`src/rtl/dma_irq_agg_pkg.sv`:
```
package dma_irq_agg_pkg;

  typedef enum logic [2:0] {
    SEL_MASK   = 3'd0,
    SEL_MSET   = 3'd1,
    SEL_MCLR   = 3'd2,
    SEL_ACK    = 3'd3,
    SEL_WIPE   = 3'd4,
    SEL_RAW    = 3'd5,
    SEL_MASKED = 3'd6,
    SEL_NONE   = 3'd7
  } reg_sel_e;

  // Next status bit: a fresh pulse beats any clear in the same cycle.
  function automatic logic status_bit_next(input logic cur, input logic pulse,
                                           input logic clr);
    return (cur & ~clr) | pulse;
  endfunction

  // Next mask bit: whole load, else set alias, else clear alias.
  function automatic logic mask_bit_next(input logic cur, input logic load,
                                         input logic set, input logic clr,
                                         input logic din);
    logic nxt;
    nxt = cur;
    if (load)      nxt = din;
    else if (set)  nxt = cur | din;
    else if (clr)  nxt = cur & ~din;
    return nxt;
  endfunction

  // A source contributes to the interrupt only when active and unmasked.
  function automatic logic gated_bit(input logic stat, input logic msk);
    return stat & ~msk;
  endfunction

endpackage

```
`src/rtl/dma_irq_agg_decode.sv`:
```
module dma_irq_agg_decode
  import dma_irq_agg_pkg::*;
#(
  parameter int ADDR_W = 3
) (
  input  logic              reg_wr,
  input  logic [ADDR_W-1:0] reg_addr,
  output logic              stb_load,
  output logic              stb_mset,
  output logic              stb_mclr,
  output logic              stb_ack,
  output logic              stb_wipe
);

  reg_sel_e sel;

  always_comb begin
    sel      = reg_sel_e'(reg_addr[2:0]);
    stb_load = 1'b0;
    stb_mset = 1'b0;
    stb_mclr = 1'b0;
    stb_ack  = 1'b0;
    stb_wipe = 1'b0;
    if (reg_wr) begin
      unique case (sel)
        SEL_MASK: stb_load = 1'b1;
        SEL_MSET: stb_mset = 1'b1;
        SEL_MCLR: stb_mclr = 1'b1;
        SEL_ACK:  stb_ack  = 1'b1;
        SEL_WIPE: stb_wipe = 1'b1;
        default:  ;
      endcase
    end
  end

endmodule

```
`src/rtl/dma_irq_agg_cell.sv`:
```
module dma_irq_agg_cell
  import dma_irq_agg_pkg::*;
(
  input  logic clk,
  input  logic rst_n,
  input  logic pulse,
  input  logic din,
  input  logic stb_load,
  input  logic stb_mset,
  input  logic stb_mclr,
  input  logic stb_ack,
  input  logic stb_wipe,
  output logic stat_q,
  output logic mask_q
);

  logic clr_hit;

  always_comb clr_hit = stb_wipe | (stb_ack & din);

  always_ff @(posedge clk or negedge rst_n) begin
    if (!rst_n) begin
      stat_q <= 1'b0;
      mask_q <= 1'b1;
    end else begin
      stat_q <= status_bit_next(stat_q, pulse, clr_hit);
      mask_q <= mask_bit_next(mask_q, stb_load, stb_mset, stb_mclr, din);
    end
  end

endmodule

```
`src/rtl/dma_done_irq_agg.sv`:
```
module dma_done_irq_agg
  import dma_irq_agg_pkg::*;
#(
  parameter int NUM_SRC = 16,
  parameter int ADDR_W  = 3
) (
  input  logic               clk,
  input  logic               rst_n,
  input  logic [NUM_SRC-1:0] done_pulse,
  input  logic               reg_wr,
  input  logic [ADDR_W-1:0]  reg_addr,
  input  logic [NUM_SRC-1:0] reg_wdata,
  output logic [NUM_SRC-1:0] reg_rdata,
  output logic               irq
);

  logic               stb_load, stb_mset, stb_mclr, stb_ack, stb_wipe;
  logic [NUM_SRC-1:0] status_q;
  logic [NUM_SRC-1:0] mask_q;
  logic [NUM_SRC-1:0] gated;
  logic               irq_next;
  reg_sel_e           rd_sel;

  dma_irq_agg_decode #(.ADDR_W(ADDR_W)) u_dec (
    .reg_wr   (reg_wr),
    .reg_addr (reg_addr),
    .stb_load (stb_load),
    .stb_mset (stb_mset),
    .stb_mclr (stb_mclr),
    .stb_ack  (stb_ack),
    .stb_wipe (stb_wipe)
  );

  for (genvar i = 0; i < NUM_SRC; i++) begin : g_src
    dma_irq_agg_cell u_cell (
      .clk      (clk),
      .rst_n    (rst_n),
      .pulse    (done_pulse[i]),
      .din      (reg_wdata[i]),
      .stb_load (stb_load),
      .stb_mset (stb_mset),
      .stb_mclr (stb_mclr),
      .stb_ack  (stb_ack),
      .stb_wipe (stb_wipe),
      .stat_q   (status_q[i]),
      .mask_q   (mask_q[i])
    );
    always_comb gated[i] = gated_bit(status_q[i], mask_q[i]);
  end

  always_comb irq_next = |gated;

  always_ff @(posedge clk or negedge rst_n) begin
    if (!rst_n) irq <= 1'b0;
    else        irq <= irq_next;
  end

  always_comb begin
    rd_sel = reg_sel_e'(reg_addr[2:0]);
    unique case (rd_sel)
      SEL_MASK:   reg_rdata = mask_q;
      SEL_RAW:    reg_rdata = status_q;
      SEL_MASKED: reg_rdata = gated;
      default:    reg_rdata = '0;
    endcase
  end

endmodule

```
`config.mk`:
```
export PLATFORM = sky130hd
export DESIGN_NAME = dma_done_irq_agg
export DESIGN_NICKNAME = d
export VERILOG_FILES = /design/src/rtl/dma_irq_agg_pkg.sv /design/src/rtl/dma_irq_agg_decode.sv /design/src/rtl/dma_irq_agg_cell.sv /design/src/rtl/dma_done_irq_agg.sv
export SDC_FILE = /design/constraint.sdc
export NUM_CORES = 1
export LEC_CHECK = 0
export BUFFER_PORTS_ARGS = -buffer_cell sky130_fd_sc_hd__buf_2
export CAP_MARGIN = 20
export CORE_AREA = 2 2 80 63
export CTS_CLUSTER_SIZE = 8
export DETAILED_ROUTE_END_ITERATION = 10
export DIE_AREA = 0 0 82 65
export GPL_TIMING_DRIVEN = 0
export PLACE_DENSITY_LB_ADDON = 0.3
export SLEW_MARGIN = 15
export SYNTH_ARGS = -nofsm -noshare
export SYNTH_HDL_FRONTEND = slang
export SYNTH_HIERARCHICAL = 1
export SYNTH_SLANG_ARGS = --single-unit
```
`constraint.sdc`:
```
create_clock -name clk -period 1.7 [get_ports clk]
set_clock_uncertainty 0.2 [all_clocks]
set_input_delay 0.17 -clock clk [delete_from_list [all_inputs] [get_ports clk]]
set_output_delay 0.17 -clock clk [all_outputs]
set_load 0.02 [all_outputs]
```
Yosys cells after proc, flatten, opt, wreduce, memory -nomap -nowiden
Cells that the tools add are included.
W data, S select, Z words.
{"block": "totals", "elab_cells": 261, "out_inout_bits": 17, "regBits": 33}
{"block": "classes", "n_eq_ne": 6, "n_mux": 59, "reduce_logical": 3, "bitwise": 160}
{"op": "$and A1 B1 Y1", "n": 64}
{"op": "$mux W1", "n": 58}
{"op": "$not A1 Y1", "n": 48}
{"op": "$or A1 B1 Y1", "n": 48}
{"op": "$pmux W16 S3", "n": 1}
{"op": "$reduce_or A16 Y1", "n": 1}
{"op": "$eq A3 B3 Y1 const B", "n": 3}
{"op": "$eq A3 B2 Y1 const B", "n": 2}
{"op": "$eq A3 B1 Y1 const B", "n": 1}
{"op": "$logic_not A3 Y1", "n": 1}
{"op": "$reduce_bool A3 Y1", "n": 1}

Longest topological paths before layout
Gate-level depths: netlist (run 1).
{"block": "depth", "depth_word": 8, "depth_mapped": 5}

Modules after synthesis
Netlist (run 1), hierarchy kept.
{"mod": "dma_irq_agg_cell", "n_inst": 16, "seq_area_each_um2": 51.3, "cells_each": 9, "area_per_inst_um2": 90.1}
{"mod": "dma_done_irq_agg", "n_inst": 1, "seq_area_each_um2": 25.0, "cells_each": 79, "area_per_inst_um2": 503.0}
{"mod": "dma_irq_agg_decode", "n_inst": 1, "seq_area_each_um2": 0.0, "cells_each": 5, "area_per_inst_um2": 63.8}

Worst setup path after synthesis (run 1)
Ideal clock, no wire load.
{"block": "synth_path", "path_kind": "input -> register", "start": "input port reg_addr[1]", "end": "register (tool-made name)", "path_slack_ps": -62, "t_required_ps": 1428, "arrival_time_ps": 1490, "setup_time_ps": 72, "path_stages": 3, "path_cell_list": "nor4b_2 > o21ai_0 > o21ai_1"}
{"element": "from (decl)", "line_no": "dma_done_irq_agg.sv:11", "text": "input logic [ADDR_W-1:0] reg_addr,"}

==> results of run 1 <==
[metal layers]
metal  up-vias  track usage  wire, um
li1       1013            -         -
met1      1005        0.320      2760
met2        74        0.356      2750
met3         9       0.0599       388
met4         0       0.0667        76
met5         -            0         0
[final cells by class]
| type | instances | share of cell area |
|---|---|---|
| buffer | 6 | 0.0201 |
| clock buffer | 7 | 0.0289 |
| clock inverter | 1 | 0.0101 |
| inverter | 16 | 0.0201 |
| multi-input combinational | 174 | 0.387 |
| sequential | 33 | 0.283 |
| tap | 60 | 0.0251 |
| timing repair buffer | 93 | 0.225 |
[placed cells by master (no fill, tap or decap), types with 5 or more instances in the layout]
cell / Yosys / final
dfstp_2: 16 / 16
nand2b_1: 16 / 16
and2_1: 17 / 17
a22oi_2: 1 / 8
buf_2: 0 / 46
o21ai_1: 27 / 30
o21ai_0: 21 / 16
dlygate4sd3_1: 0 / 33
clkbuf_8: 0 / 6
nor2b_2: 0 / 11
inv_1: 16 / 16
nand2_1: 32 / 32
dfrtp_1: 17 / 17
buf_4: 1 / 13
a31o_1: 16 / 16
buf_6: 3 / 5
a22oi_1: 15 / 8
[power by group through the flow]
stage / sequential, W / clock [W] / combinational, W
2_1_floorplan: 0.00102 / 0 / 0.000341
3_3_place_gp: 0.00104 / 0 / 0.000495
3_5_place_dp: 0.00105 / 0 / 0.000507
4_1_cts: 0.00103 / 0.000786 / 0.000593
5_1_grt: 0.00108 / 0.000836 / 0.000747
6_report: 0.00106 / 0.000774 / 0.000686
[repair_timing]
action                                  in CTS  in global routing
endpoints found under the hold margin       49                  0
endpoints found under the setup margin      16                 16
pin swaps                                    2                 10
buffers inserted                             2                  3
gates cloned                                 1                  0
hold buffers                                33                  0
gates resized for setup                      2                 39
[kinds of logic (layout without fill, tap and decap cells)]
| family | Yosys count | count (layout) | share of synthesized area |
|---|---|---|---|
| flip-flops | 33 | 33 | 0.421 |
| AO/OA/AOI/OAI | 80 | 80 | 0.252 |
| AND/OR/NAND/NOR | 93 | 94 | 0.267 |
| buffers and inverters | 22 | 123 | 0.0598 |
[final timing paths]
check / start / to / slack [ns] / depth (start not counted)
max: flop / reg_rdata[8] / -0.01 / 4
min: reg_wr / flop / 0.23 / 4
max reg2reg: flop / irq$_DFF_PN0_ / 0.09 / 4
min reg2reg: flop / flop / 0.31 / 2
max in group asynchronous: rst_n / g_src[2].u_cell/stat_q$_DFF_PN0_ / 0.55 / 2
min in group asynchronous: rst_n / g_src[15].u_cell/stat_q$_DFF_PN0_ / 0.28 / 2
[tightest hold or removal path, stage by stage]
cell and delay, ns:
buf_2 0.13, nor4b_4 0.19, o21ai_0 0.16, o21ai_1 0.06
[metrics by stage]
stage / cell area (um2) / power, W / cells / worst slack [ns] / TNS, ns
2_1_floorplan: 2020 / 0.00136 / 228 / 0.253 / 0
3_3_place_gp: 2360 / 0.00153 / 342 / -0.255 / -3.69
3_5_place_dp: 2360 / 0.00155 / 342 / -0.366 / -5.06
4_1_cts: 2840 / 0.00241 / 386 / -0.00959 / -0.0119
5_1_grt: 2990 / 0.00266 / 390 / -0.0739 / -0.545
6_report: 2990 / 0.00252 / 390 / -0.0126 / -0.0126
==> key figures, run 1 <==
Run status
  – Outcome: finished with violations
  – Violated checks: setup timing

Floorplan
  – Initial Util: 0.434
  – FP Rows: 22
  – Full die area: 0.00533 mm2
  – # IOs: 55
  – Die height: 65 um
  – Core Region: 0.00462 mm2
  – Chip Width: 82 um

Worst setup path
  – CP Launch Type: flop
  – Worst setup EP type: output pin
  – CP max stage cell: dfstp_2
  – Cell Chain, Critical Path: nor2b_2 -> a22oi_2 -> o21ai_2 -> buf_6
  – Worst path buffer plus inverter count: 1
  – Top delay family on crit path: flip-flops
  – Max Fanout on Critical Path: 3
  – Crit path DAT: 1.34 ns
  – Worst Path Required: 1.33 ns
  – Setup CP Type: reg -> out
  – Critical path's largest stage delay: 0.57 ns

Layout
  – Fillers: 403
  – Nets: 367
  – Layout cell share with drive strength beyond 1: 0.358
  – Register area: 846 um2
  – Ant. Diodes: 0
  – Post-layout util: 0.646
  – Area Growth Syn to Fin: 48.7%
  – Area of the multi-input gates: 0.00116 mm2

Timing
  – RSZ-0062 raised after global routing: yes
  – Rel. slew slack: 0.439
  – Slack of the critical path: -0.0126 ns
  – Final Hold Fails: 0
  – Period utilisation layout: 1.01
  – Final setup viols: 1
  – Slew @ Worst Pin: 0.838 ns
  – Max Fclk: 584 MHz
  – Final Max Slew Viols: 0
  – Tmin final: 1.71 ns
  – Fin Hold WS: 0.232 ns

Global route
  – GR Util All Layers: 0.231
  – Initial antenna violation count: 0
  – Global route overflow: 0
  – Global-route wire length before repair: 9180 um
  – Vias in the first global route: 1959
  – Largest net degree at the start of global routing: 34

Drt
  – WL/cell: 15.3 um
  – Vias: 2101
  – Post-Route WL: 5970 um
  – Routed Antenna Nets: 0
  – DR pass1 iterations: 6
  – Violation count after the first detailed-route iteration: 150
  – DRC: 0
  – Vias per inst: 5.39

Yosys
  – FFs w/ async S/R, synth: 1.00
  – Avg Inst Size Synth: 8.81 um2
  – Mapped Cells: 228
  – Primary FF master, synth: dfrtp_1
  – Most common cell in the netlist: nand2_1
  – Synth Cell Area: 0.00201 mm2
  – Synth top area cells: dfrtp_1 21%, dfstp_2 21%, a31o_1 7.0%
  – Yosys top cell by area: dfrtp_1
  – Seq cells post-synth: 33
  – Synth cell types: 23
  – Sequential share of the synthesized area: 0.421
  – Post-synth EDFFs: 0
  – Post-synth top area share: 0.212
  – Synth Warn #: 6
  – Syn_nets: 266
  – Synth cell count leaders: 32 x nand2_1, 27 x o21ai_1, 21 x o21ai_0, 17 x and2_1, 17 x dfrtp_1

CTS
  – Clk root buf: clkbuf_8
  – Sinks on the clock net: 33
  – Maximum root-to-sink buffer count: 2
  – CTS H-tree lvls: 2
  – TritonCTS clock tree: built
  – Clk slew on worst S/H paths: 0.07 ns
  – Clock Latency Late Sink: 0.29 ns
  – CTS Buf Count: 5

Pwr
  – Gate power share: 0.272
  – VDD IR max: 0.518 mV
  – Pleak: 1.18 nW
  – Clock network power share: 0.307
  – Switching Fraction: 0.293
  – Int Pwr: 0.00178 W
  – Register share of total power: 0.421
  – Switch Pwr: 0.000738 W
  – Power Density: 843 mW/mm2

Hold path
  – Hold Crit Class: in -> reg

Placed design
  – Placer congestion estimate: 0.775
  – Post-DP HPWL: 3540 um
  – IO buf count: 54

Job
  – Max_cap viols: 0
No activity file was read; power rests on OpenSTA's default activity.
==> inputs of run 2 (changes only) <==
--- a/config.mk
+++ b/config.mk
@@ -8,6 +8,7 @@
 export BUFFER_PORTS_ARGS = -buffer_cell sky130_fd_sc_hd__buf_2
 export CAP_MARGIN = 20
 export CORE_AREA = 2 2 80 63
+export CTS_BUF_LIST = sky130_fd_sc_hd__clkbuf_8
 export CTS_CLUSTER_SIZE = 8
 export DETAILED_ROUTE_END_ITERATION = 10
 export DIE_AREA = 0 0 82 65
==> key figures, run 2 (synthesis results as in run 1) <==
CTS
  – CTS Buf Count: 5 (unchanged)
  – Sinks on the clock net: 33 (unchanged)
  – CTS H-tree lvls: 2 (unchanged)
  – Clk root buf: clkbuf_8
  – Clock Latency Late Sink: 0.29 ns (about the same)
  – Maximum root-to-sink buffer count: 2 (unchanged)
  – Clk slew on worst S/H paths: 0.07 ns (about the same)
  – TritonCTS clock tree: built

Timing
  – Slack of the critical path: -0.0107 ns (+0.00192 ns)
  – Rel. slew slack: 0.449 (+0.00974)
  – Final Hold Fails: 0 (unchanged)
  – Final Max Slew Viols: 0 (unchanged)
  – Tmin final: 1.71 ns (-0.00192 ns)
  – Final setup viols: 1 (unchanged)
  – Final setup TNS: -0.0107 ns (+0.00192 ns)
  – RSZ-0062 raised after global routing: yes
  – Fin Hold WS: 0.234 ns (+0.00152 ns)
  – Max Fclk: 585 MHz (+0.11%)
  – Period utilisation layout: 1.01 (-0.00113)
  – Slew @ Worst Pin: 0.823 ns (-0.0145 ns)

Pwr
  – Power Density: 842 mW/mm2 (-0.17%)
  – VDD IR max: 0.518 mV (about the same)
  – Pleak: 1.19 nW (+0.35%)

Drt
  – Violation count after the first detailed-route iteration: 149 (-0.67%)
  – WL/cell: 15.3 um (about the same)
  – Post-Route WL: 5970 um (about the same)
  – Vias: 2086 (-0.71%)
  – DR pass1 iterations: 6 (unchanged)
  – Routed Antenna Nets: 0 (unchanged)
  – DRC: 0 (unchanged)
  – Vias per inst: 5.35 (-0.71%)

Global route
  – Vias in the first global route: 1959 (unchanged)
  – Global route overflow: 0 (unchanged)
  – GR Util All Layers: 0.231 (unchanged)
  – Largest net degree at the start of global routing: 34 (unchanged)
  – Initial antenna violation count: 0 (unchanged)
  – Global-route wire length before repair: 9180 um (unchanged)

Placed design
  – Post-DP HPWL: 3540 um (unchanged)
  – IO buf count: 54 (unchanged)
  – Placer congestion estimate: 0.775 (unchanged)

Floorplan
  – Chip Width: 82 um (unchanged)
  – # IOs: 55 (unchanged)
  – Core Region: 0.00462 mm2 (unchanged)
  – Die height: 65 um (unchanged)
  – Initial Util: 0.434 (unchanged)
  – Full die area: 0.00533 mm2 (unchanged)
  – FP Rows: 22 (unchanged)

Layout
  – Area Growth Syn to Fin: 48.7% (unchanged)
  – Layout cell share with drive strength beyond 1: 0.358 (unchanged)
  – Most frequent cells in the layout: 46 x buf_2, 33 x dlygate4sd3_1, 32 x nand2_1, 30 x o21ai_1
  – Nets: 367 (unchanged)
  – Ant. Diodes: 0 (unchanged)
  – Commonest non-fill, non-tap cell in the layout: buf_2
  – Post-layout util: 0.646 (unchanged)

Worst setup path
  – Cell Chain, Critical Path: nor2b_2 -> a22oi_2 -> o21ai_2 -> buf_6
  – Critical path's largest stage delay: 0.57 ns (about the same)
  – Worst Path Required: 1.33 ns (about the same)
  – CP max stage cell: dfstp_2
  – Setup CP Type: reg -> out
  – Flop2flop setup slack: 0.09 ns (about the same)
  – Worst setup EP type: output pin
  – Max Fanout on Critical Path: 3 (unchanged)
  – CP Launch Type: flop
  – Crit path DAT: 1.34 ns (about the same)

Hold path
  – Hold Crit Class: in -> reg

Run status
  – Violated checks: setup timing
  – Outcome: finished with violations

Job
  – Max_cap viols: 0 (unchanged)
run 2: worst paths after layout:
check,startpoint,end,depth (start not counted)
setup reg to reg,flop,irq$_DFF_PN0_,4
min in group asynchronous,rst_n,g_src[15].u_cell/stat_q$_DFF_PN0_,2
hold / removal,reg_wr,flop,4
hold reg to reg,flop,flop,2
max in group asynchronous,rst_n,g_src[2].u_cell/stat_q$_DFF_PN0_,2
setup / recovery,flop,reg_rdata[8],4
run 2: through the flow:
stage / total power (W) / area (um2) / setup slack (ns) / std cells
after global routing: 0.00265 / 2990 / -0.0739 / 390
final: 0.00251 / 2990 / -0.0107 / 390
after detailed placement: 0.00155 / 2360 / -0.366 / 342
after CTS: 0.00241 / 2840 / -0.00959 / 386
after global placement: 0.00153 / 2360 / -0.255 / 342
after floorplan: 0.00136 / 2020 / 0.253 / 228
run 2: layout make-up:
| class | count | area [um2] |
|---|---|---|
| Fill cell | 403 | 1640 |
| Multi-Input combinational cell | 174 | 1160 |
| Sequential cell | 33 | 846 |
| Timing Repair Buffer | 93 | 673 |
| Clock buffer | 6 | 82.6 |
| Tap cell | 60 | 75.1 |
| Buffer | 6 | 60.1 |
| Inverter | 16 | 60.1 |
| Clock inverter | 2 | 33.8 |
run 2: worst max-delay path, delay by kind of cell, from the launching register on:
family                 cells  cell delay [ns]
AO/OA/AOI/OAI              2             0.26
buffers and inverters      1             0.15
flip-flops                 1             0.57
AND/OR/NAND/NOR            1             0.06
run 2: repair_timing:
item                                    in CTS  in global routing
pin swaps                                    2                 10
endpoints found under the hold margin       49                  0
buffers inserted                             2                  3
resized for setup                            2                 39
hold buffers                                33                  0
endpoints found under the setup margin      16                 16
cloned                                       1                  0
run 2: per-layer routing:
layer,routed length (um),part of all wire,vias up,track usage
met5,0,0,-,0
met3,319,0.053,9,0.0599
met4,76,0.013,0,0.0667
met2,2750,0.46,65,0.356
met1,2830,0.47,998,0.320
li1,-,-,1014,-
run 2: power breakdown:
group | switching [W] | internal, W
Clock | 0.000296 | 0.000472
Combinational | 0.000336 | 0.000351
Sequential | 0.000108 | 0.000951
==> inputs of run 3 (changes only) <==
--- a/config.mk
+++ b/config.mk
@@ -13,6 +13,7 @@
 export DETAILED_ROUTE_END_ITERATION = 10
 export DIE_AREA = 0 0 82 65
 export GPL_TIMING_DRIVEN = 0
+export MAX_ROUTING_LAYER = met4
 export PLACE_DENSITY_LB_ADDON = 0.3
 export SLEW_MARGIN = 15
 export SYNTH_ARGS = -nofsm -noshare
==> key figures, run 3 (synthesis results as in run 1) <==
Timing
  – Slack of the critical path: -0.0132 ns (-0.00249 ns)
  – Final Hold Fails: 0 (unchanged)
  – Rel. slew slack: 0.448 (-0.000700)
  – Period utilisation layout: 1.01 (+0.00147)
  – Tmin final: 1.71 ns (+0.00250 ns)
  – Fin Hold WS: 0.233 ns (-0.00124 ns)
  – Slew @ Worst Pin: 0.825 ns (+0.00105 ns)
  – Max Fclk: 584 MHz (-0.15%)
  – Final Max Slew Viols: 0 (unchanged)
  – RSZ-0062 raised after global routing: yes
  – Final setup viols: 1 (unchanged)

CTS
  – CTS H-tree lvls: 2 (unchanged)
  – TritonCTS clock tree: built
  – CTS Buf Count: 5 (unchanged)
  – Maximum root-to-sink buffer count: 2 (unchanged)
  – Clk root buf: clkbuf_8
  – Clk slew on worst S/H paths: 0.07 ns (about the same)
  – Sinks on the clock net: 33 (unchanged)
  – Clock Latency Late Sink: 0.29 ns (about the same)

Floorplan
  – Full die area: 0.00533 mm2 (unchanged)
  – # IOs: 55 (unchanged)
  – Die height: 65 um (unchanged)
  – Initial Util: 0.434 (unchanged)
  – Chip Width: 82 um (unchanged)
  – Core Region: 0.00462 mm2 (unchanged)
  – FP Rows: 22 (unchanged)

Drt
  – Routed Antenna Nets: 0 (unchanged)
  – WL/cell: 15.3 um (+0.15%)
  – Vias: 2094 (+0.38%)
  – Violation count after the first detailed-route iteration: 169 (+13%)
  – DR pass1 iterations: 4 (-2)
  – Vias per inst: 5.37 (+0.38%)
  – Post-Route WL: 5980 um (+0.15%)
  – DRC: 0 (unchanged)

Job
  – Max_cap viols: 0 (unchanged)

Global route
  – Vias in the first global route: 1959 (unchanged)
  – Largest net degree at the start of global routing: 34 (unchanged)
  – Global-route wire length before repair: 9180 um (unchanged)
  – Global route overflow: 0 (unchanged)
  – GR Util All Layers: 0.237 (+0.00628)
  – Initial antenna violation count: 0 (unchanged)

Worst setup path
  – Worst setup EP type: output pin
  – Setup CP Type: reg -> out
  – Worst Path Required: 1.33 ns (about the same)
  – Flop2flop setup slack: 0.10 ns (about the same)
  – CP Launch Type: flop
  – Max Fanout on Critical Path: 3 (unchanged)
  – Crit path DAT: 1.34 ns (about the same)

Hold path
  – Hold Crit Class: in -> reg
  – Hold Crit Start: reg_wr

Pwr
  – VDD IR max: 0.518 mV (about the same)
  – Power Total: 0.00252 W (about the same)
  – Pleak: 1.19 nW (unchanged)
  – Power Density: 842 mW/mm2 (about the same)

Layout
  – Layout cell share with drive strength beyond 1: 0.358 (unchanged)
  – Non-filler cells, final: 390 (unchanged)
  – Area Growth Syn to Fin: 48.7% (unchanged)
  – Most frequent cells in the layout: 46 x buf_2, 33 x dlygate4sd3_1, 32 x nand2_1, 30 x o21ai_1
  – Ant. Diodes: 0 (unchanged)
  – Nets: 367 (unchanged)
  – Commonest non-fill, non-tap cell in the layout: buf_2

Run status
  – Outcome: finished with violations
  – Violated checks: setup timing

Placed design
  – Placed cell count: 342 (unchanged)
  – IO buf count: 54 (unchanged)
  – Post-DP HPWL: 3540 um (unchanged)
  – Placer congestion estimate: 0.786 (+1.4%)
==> run 3: cell counts in the layout (fill, tap and decap cells not counted) <==
No cell type changed its count.
==> run 3: final timing paths <==
check	endpoint	depth (start not counted)
worst max-delay path	reg_rdata[8]	4
max in group asynchronous	g_src[2].u_cell/stat_q$_DFF_PN0_	2
worst min register to register	flop	2
worst max register to register	irq$_DFF_PN0_	4
worst min-delay path	flop	4
min in group asynchronous	g_src[8].u_cell/stat_q$_DFF_PN0_	2
==> run 3: worst max-delay path: stages (launching register included) <==
cell and delay, ns:
dfstp_2 0.57, nor2b_2 0.06, a22oi_2 0.16, o21ai_2 0.10
buf_6 0.15
==> run 3: area by class of cell <==
type                       count  area, um2
clock inverter                 2       33.8
buffer                         6       60.1
tap                           60       75.1
sequential                    33        846
multi-input combinational    174       1160
fill                         403       1640
timing repair buffer          93        673
clock buffer                   6       82.6
inverter                      16       60.1
==> run 3: timing repair <==
action / CTS / global route
gates cloned: 1 / 0
endpoints found under the hold margin: 49 / 0
resized for setup: 2 / 39
hold buffers: 33 / 0
setup endpoints to repair: 16 / 16
setup buffers: 2 / 3
pin swaps: 2 / 10
==> run 3: routing by layer <==
layer / GRT usage / part of all wire
met5: - / 0
met4: 0.0667 / 0.013
met3: 0.0599 / 0.054
met2: 0.356 / 0.46
met1: 0.320 / 0.47
==> run 3: power breakdown <==
group / switching [W] / leakage [nW] / internal [W]
combinational: 0.000336 / 0.799 / 0.000350
clock: 0.000297 / 0.0626 / 0.000472
sequential: 0.000108 / 0.325 / 0.000951
total: 0.000741 / 1.19 / 0.00177
==> run 3: through the flow <==
| step | TNS [ns] | worst slack (ns) | utilization | area [um2] |
|---|---|---|---|---|
| after global placement | -3.69 | -0.255 | 0.511 | 2360 |
| after floorplan | 0 | 0.253 | - | 2020 |
| final | -0.0132 | -0.0132 | 0.646 | 2990 |
| after CTS | -0.0119 | -0.00959 | 0.615 | 2840 |
| after global routing | -0.546 | -0.0739 | 0.646 | 2990 |
| after detailed placement | -5.06 | -0.366 | 0.511 | 2360 |
